--- config.mk ---
export PLATFORM = sky130hd
export DESIGN_NAME = icq_channel
export DESIGN_NICKNAME = d
export VERILOG_FILES = /design/src/rtl/icq_pkg.sv /design/src/rtl/icq_timebase.sv /design/src/rtl/icq_edge_sel.sv /design/src/rtl/icq_queue.sv /design/src/rtl/icq_channel.sv
export SDC_FILE = /design/constraint.sdc
export NUM_CORES = 1
export LEC_CHECK = 0
export BUFFER_PORTS_ARGS = -buffer_cell sky130_fd_sc_hd__buf_2
export CORE_AREA = 3 3 98 100
export CTS_CLUSTER_DIAMETER = 150
export CTS_CLUSTER_SIZE = 16
export DETAILED_ROUTE_END_ITERATION = 10
export DIE_AREA = 0 0 101 103
export PLACE_DENSITY = 0.71
export SLEW_MARGIN = 20
export SYNTH_ARGS = -nofsm -noshare
export SYNTH_HDL_FRONTEND = slang
export SYNTH_SLANG_ARGS = --single-unit
--- constraint.sdc ---
create_clock -name clk -period 2 [get_ports clk]
set_input_delay 0.3 -clock clk [delete_from_list [all_inputs] [get_ports clk]]
set_output_delay 0.3 -clock clk [all_outputs]
set_load 0.02 [all_outputs]
--- src/rtl/icq_pkg.sv ---
package icq_pkg;
  localparam int TS_W = 16;
  typedef logic [TS_W-1:0] ts_t;

  typedef enum logic [1:0] {
    EDGE_OFF  = 2'b00,
    EDGE_RISE = 2'b01,
    EDGE_FALL = 2'b10,
    EDGE_ANY  = 2'b11
  } edge_mode_e;

  // wrapping distance from an older to a newer timestamp
  function automatic ts_t ts_delta(ts_t newer, ts_t older);
    return newer - older;
  endfunction
endpackage

--- src/rtl/icq_timebase.sv ---
module icq_timebase
  import icq_pkg::*;
#(
  parameter int SEL_W = 3
) (
  input  logic             clk,
  input  logic             rst_n,
  input  logic             cnt_en,
  input  logic [SEL_W-1:0] presc_sel,
  output ts_t              count_o,
  output logic             tick_o
);
  localparam int PRE_W = (1 << SEL_W) - 1;

  logic [PRE_W-1:0] pre_q;
  logic [PRE_W-1:0] mask;
  ts_t              cnt_q;

  assign mask    = PRE_W'((1 << presc_sel) - 1);
  assign tick_o  = cnt_en && ((pre_q & mask) == mask);
  assign count_o = cnt_q;

  always_ff @(posedge clk) begin
    if (!rst_n) begin
      pre_q <= '0;
      cnt_q <= '0;
    end else begin
      if (cnt_en) pre_q <= pre_q + 1'b1;
      if (tick_o) cnt_q <= cnt_q + 1'b1;
    end
  end

  AST_COUNT_STEP: assert property (@(posedge clk) disable iff (!rst_n)
    tick_o |=> count_o == ts_t'($past(count_o) + 1'b1));
  AST_COUNT_HOLD: assert property (@(posedge clk) disable iff (!rst_n)
    !cnt_en |=> $stable(count_o));
endmodule

--- src/rtl/icq_edge_sel.sv ---
module icq_edge_sel
  import icq_pkg::*;
(
  input  edge_mode_e mode,
  input  logic       rise_i,
  input  logic       fall_i,
  output logic       evt_o
);
  always_comb begin
    unique case (mode)
      EDGE_RISE: evt_o = rise_i;
      EDGE_FALL: evt_o = fall_i;
      EDGE_ANY:  evt_o = rise_i | fall_i;
      default:   evt_o = 1'b0;
    endcase
  end
endmodule

--- src/rtl/icq_queue.sv ---
module icq_queue
  import icq_pkg::*;
(
  input  logic clk,
  input  logic rst_n,
  input  logic evt,
  input  ts_t  count,
  input  logic queue_en,
  input  logic no_ovw,
  input  logic rd_cap,
  input  logic rd_hold,
  output ts_t  cap_o,
  output ts_t  hold_o,
  output logic cap_full_o,
  output logic hold_full_o,
  output logic accept_o
);
  ts_t  cap_q, hold_q;
  logic cap_full_q, hold_full_q;
  logic cf_eff, hf_eff;
  logic accept, shift;

  // reads are applied first, then the edge is judged
  assign cf_eff = cap_full_q & ~rd_cap;
  assign hf_eff = hold_full_q & ~rd_hold;

  always_comb begin
    accept = 1'b0;
    shift  = 1'b0;
    if (evt) begin
      if (!queue_en) begin
        accept = !(no_ovw && cf_eff);
      end else if (!no_ovw) begin
        accept = 1'b1;
        shift  = 1'b1;
      end else begin
        accept = !(cf_eff && hf_eff);
        shift  = accept && cf_eff;
      end
    end
  end

  always_ff @(posedge clk) begin
    if (!rst_n) begin
      cap_q       <= '0;
      hold_q      <= '0;
      cap_full_q  <= 1'b0;
      hold_full_q <= 1'b0;
    end else begin
      cap_full_q  <= accept ? 1'b1 : cf_eff;
      hold_full_q <= shift ? cf_eff : hf_eff;
      if (accept) cap_q  <= count;
      if (shift)  hold_q <= cap_q;
    end
  end

  assign cap_o       = cap_q;
  assign hold_o      = hold_q;
  assign cap_full_o  = cap_full_q;
  assign hold_full_o = hold_full_q;
  assign accept_o    = accept;

  AST_ACCEPT_LOADS: assert property (@(posedge clk) disable iff (!rst_n)
    accept |=> cap_full_q && cap_q == $past(count));
  AST_SHIFT_MOVES: assert property (@(posedge clk) disable iff (!rst_n)
    shift |=> hold_q == $past(cap_q));
  AST_DROP_KEEPS: assert property (@(posedge clk) disable iff (!rst_n)
    evt && queue_en && no_ovw && cap_full_q && hold_full_q && !rd_cap && !rd_hold
    |=> $stable(cap_q) && $stable(hold_q) && cap_full_q && hold_full_q);
  AST_HOLD_QUIET: assert property (@(posedge clk) disable iff (!rst_n)
    !queue_en |=> $stable(hold_q));
  AST_READ_EMPTIES: assert property (@(posedge clk) disable iff (!rst_n)
    rd_hold && !shift |=> !hold_full_q);
endmodule

--- src/rtl/icq_channel.sv ---
module icq_channel
  import icq_pkg::*;
#(
  parameter int SEL_W = 3
) (
  input  logic             clk,
  input  logic             rst_n,
  input  logic             cnt_en,
  input  logic [SEL_W-1:0] presc_sel,
  input  logic [1:0]       edge_sel,
  input  logic             queue_en,
  input  logic             no_ovw,
  input  logic             fast_clr,
  input  logic             rise_i,
  input  logic             fall_i,
  input  logic             rd_cap,
  input  logic             rd_hold,
  input  logic             flag_clr,
  output logic [15:0]      count_o,
  output logic [15:0]      cap_o,
  output logic [15:0]      hold_o,
  output logic             cap_full_o,
  output logic             hold_full_o,
  output logic             flag_o,
  output logic [15:0]      period_o
);
  ts_t  count, cap, hold;
  logic tick, evt, accept, flag_q, flag_kill;

  icq_timebase #(.SEL_W(SEL_W)) u_tb (
    .clk(clk), .rst_n(rst_n), .cnt_en(cnt_en), .presc_sel(presc_sel),
    .count_o(count), .tick_o(tick)
  );

  icq_edge_sel u_es (
    .mode(edge_mode_e'(edge_sel)), .rise_i(rise_i), .fall_i(fall_i), .evt_o(evt)
  );

  icq_queue u_q (
    .clk(clk), .rst_n(rst_n), .evt(evt), .count(count),
    .queue_en(queue_en), .no_ovw(no_ovw), .rd_cap(rd_cap), .rd_hold(rd_hold),
    .cap_o(cap), .hold_o(hold), .cap_full_o(cap_full_o),
    .hold_full_o(hold_full_o), .accept_o(accept)
  );

  assign flag_kill = flag_clr | (rd_cap & fast_clr);

  always_ff @(posedge clk) begin
    if (!rst_n)         flag_q <= 1'b0;
    else if (accept)    flag_q <= 1'b1;
    else if (flag_kill) flag_q <= 1'b0;
  end

  assign count_o  = count;
  assign cap_o    = cap;
  assign hold_o   = hold;
  assign flag_o   = flag_q;
  assign period_o = ts_delta(cap, hold);

  AST_FLAG_ON_CAPTURE: assert property (@(posedge clk) disable iff (!rst_n)
    accept |=> flag_o);
  AST_FLAG_CLEARED: assert property (@(posedge clk) disable iff (!rst_n)
    flag_kill && !accept |=> !flag_o);
  AST_EDGE_OFF: assert property (@(posedge clk) disable iff (!rst_n)
    edge_sel == 2'b00 |-> !accept);
endmodule

==> impl_metrics.csv <==
group,metric,value,unit
run_status,outcome,"finished with violations",
run_status,violations,"setup timing",
power_and_ir_drop,peakVddDrop,0.312,mV
sta,maxSlewViolCount,0,
synthesis,syn-num-nets,422,
synthesis,synth.area.top_cells,"dfxtp_1 (33%), mux2i_1 (13%), nor2b_1 (6.6%)",
critical_path,cpMostUsedCell,"buf_4",
floorplan,start_util,40.3,%
finish,fin_cells,661,
floorplan,fp.dieH,103,um
synthesis,synth_edf_count,0,
synthesis,yosys.area.top_type,"dfxtp_1",
global_route,grt_antenna_before_repair,0,
sta,timing.final.hold_violations,0,
clock_tree,cts_tree,"yes",
critical_path,max_stage_delay,0.35,ns
sta,setup_ws,-0.580,ns
critical_path,ff2ff_setup_slack,0.27,ns
finish,final_area,0.00523,mm2
clock_tree,cts_buffer_depth,2,
critical_path,required,1.70,ns
finish,fin_util,59.7,%
synthesis,syn-cell-area,0.00353,mm2
clock_tree,clk_pin_slew,0.07,ns
finish,layout_commonest_cell,"buf_4",
finish,final_nets,582,
sta,finalSetupTns,-5.22,ns
sta,worst_pin_slew,0.568,ns
route,first_pass_iters,4,
route,via_per_inst,5.14,
critical_path,critPathBufInv,3,
place,dp.cells,636,
global_route,grt_max_degree,35,
sta,fmax,0.388,GHz
route,first_iter_violations,109,
critical_path,cp_max_fo,3,
sta,rsz0062_at_grt,"yes",
clock_tree,cts_made_buffers,9,
floorplan,die_x,101,um
global_route,grt_overflow,0,
route,vias,3396,
synthesis,synth_top_area_share,32.9,%
clock_tree,root_buffer,"clkbuf_8",
synthesis,synth_cell_types,57,
sta,timing.final.crit_share,129,%
critical_path,crit_type,"flop to output port",
sta,period_needed,2.58,ns
global_route,grt_pass1_vias,3212,
clock_tree,hold_buffers,0,
sta,slew_headroom,62.1,%
synthesis,async_flop_share,0,%
place,gp_routability_congestion,0.904,
critical_path,end_kind,"output port",
finish,antenna_cells,0,
finish,drive_above_1_share,45.2,%
floorplan,dieArea,0.0104,mm2
place,port_buffers,82,
sta,finClkSkew,0.00844,ns
floorplan,core,0.00876,mm2
power_and_ir_drop,cellPowerDensity,471,mW/mm2
synthesis,postSynthCellCount,388,
synthesis,syn_avg_cell_area,9.09,um2
critical_path,cp_data_arrival_time,2.28,ns
route,route.detailed.drc,0,
route,wl,9670,um
finish,layout_common_cells,"buf_4 (90), buf_2 (69), mux2i_1 (47), dfxtp_1 (47), nor2b_1 (35)",
critical_path,worst_path_max_delay_cell,"dfxtp_4",
synthesis,ys.flop_type,"dfxtp_1",
synthesis,ys_seq_area_share,32.9,%
critical_path,worst_setup_path_start_kind,"flop",
finish,syn_to_final_growth,48.2,%
global_route,grt_use_total,17.8,%
place,dpl.hpwl,7190,um
clock_tree,cts_max_level,3,
critical_path,critPathTopFamily,"adder cells",
route,post_drt_wl_per_cell,14.6,um
min_path,hold_path.class,"input pin to flop",
synthesis,ys_warn_count,0,
place,place_area,0.00468,mm2
place,post-place-ws,-0.324,ns
synthesis,ys_ff_latch,58,
route,ant_nets,0,
clock_tree,insertion_delay,0.33,ns
power_and_ir_drop,p_leak,0.00251,uW
floorplan,ios,83,
floorplan,num_rows,34,
clock_tree,cts_num_sinks,58,
critical_path,worstPathCellList,"inv_2, ha_4, fa_2, nor2b_2, o31a_1, buf_4, o21a_1, nor2_2, xnor2_2, buf_4",
job,max-cap-violations,0,
global_route,grt_pass1_wl,14800,um
sta,final-setup-viol-count,13,
## layer usage
layer  vias to the layer above  global-route usage, %  share of wire [%]
li1                       1680                      -                  -
met1                      1609                   23.0                 45
met2                        91                   29.7                 49
met3                        16                   3.25                4.5
met4                         0                   6.95                1.4
met5                         -                      0                  0
## cell families after synthesis
kind of cell	Yosys count	synth area share, %
DFF	58	32.9
AOI/OAI and AO/OA	58	11.8
xor gates and xnor gates	18	4.47
muxes	47	13.3
and+or+nand+nor	150	25.6
adders and majority gates	18	6.60
buffers and inverters	39	5.25
## through the flow
step                hold WS [ns]  power, uW
global placement           0.476       1370
detailed placement         0.497       1370
global route               0.289       2550
floorplan                  0.528       1320
CTS                        0.274       2490
finish                     0.290       2460
## registers in the layout (all words and copies together), names as in the netlist
signal,flops
u_q.cap_o,16
u_q.hold_o,16
u_tb.count_o,16
u_tb.pre_q,7
flag_o,1
u_q.cap_full_o,1
u_q.hold_full_o,1
## area by class of cell
type	instances	area [um2]
clock buffers	14	173
clock inverters	2	35.0
fillers	721	3530
inverters	20	75.1
multi-input cells	291	2500
flip-flops and latches	58	1180
well taps	108	135
repair buffers	168	1130
## final timing paths
path	end	cells past startpoint	startpoint
setup reg to reg	u_tb.count_o[15]$_SDFFE_PN0P_	6	u_tb.count_o[3]$_SDFFE_PN0P_
hold reg to reg	u_tb.count_o[15]$_SDFFE_PN0P_	2	u_tb.count_o[15]$_SDFFE_PN0P_
hold / removal	flag_o$_SDFFE_PN0P_	3	flag_clr
setup / recovery	period_o[6]	10	u_q.cap_o[0]$_SDFFE_PN0P_
## Yosys cell counts (4+ instances only)
cell type / n
nor4_2: 4
o21a_1: 6
xnor2_1: 12
dfxtp_1: 58
nand2_1: 27
mux2i_1: 47
and3_1: 4
nor2b_1: 37
a21oi_1: 12
inv_1: 20
xor2_1: 6
clkbuf_1: 9
nand2b_1: 18
a21o_1: 5
nand3_1: 9
buf_2: 5
nor3_1: 5
nor2_1: 8
nand4_1: 7
and2_1: 10
o21ai_0: 5
ha_1: 17
a211o_1: 4
## worst min-delay path: cells and delay by family
kind / cells / cell delay [ns]
buffers and inverters: 1 / 0.08
AO/OA/AOI/OAI: 2 / 0.19
## power breakdown
part | switching [uW] | total [uW] | internal [uW]
clock network | 437 | 1110 | 677
logic | 95.7 | 176 | 80.4
registers | 9.56 | 1170 | 1160
## timing repair
action,4_1_cts,5_1_grt
setup endpoints to repair,14,14
gates resized for setup,25,36
pin swaps,16,14
buffers inserted,2,7
Note: power is estimated with default switching activity, not from simulation.
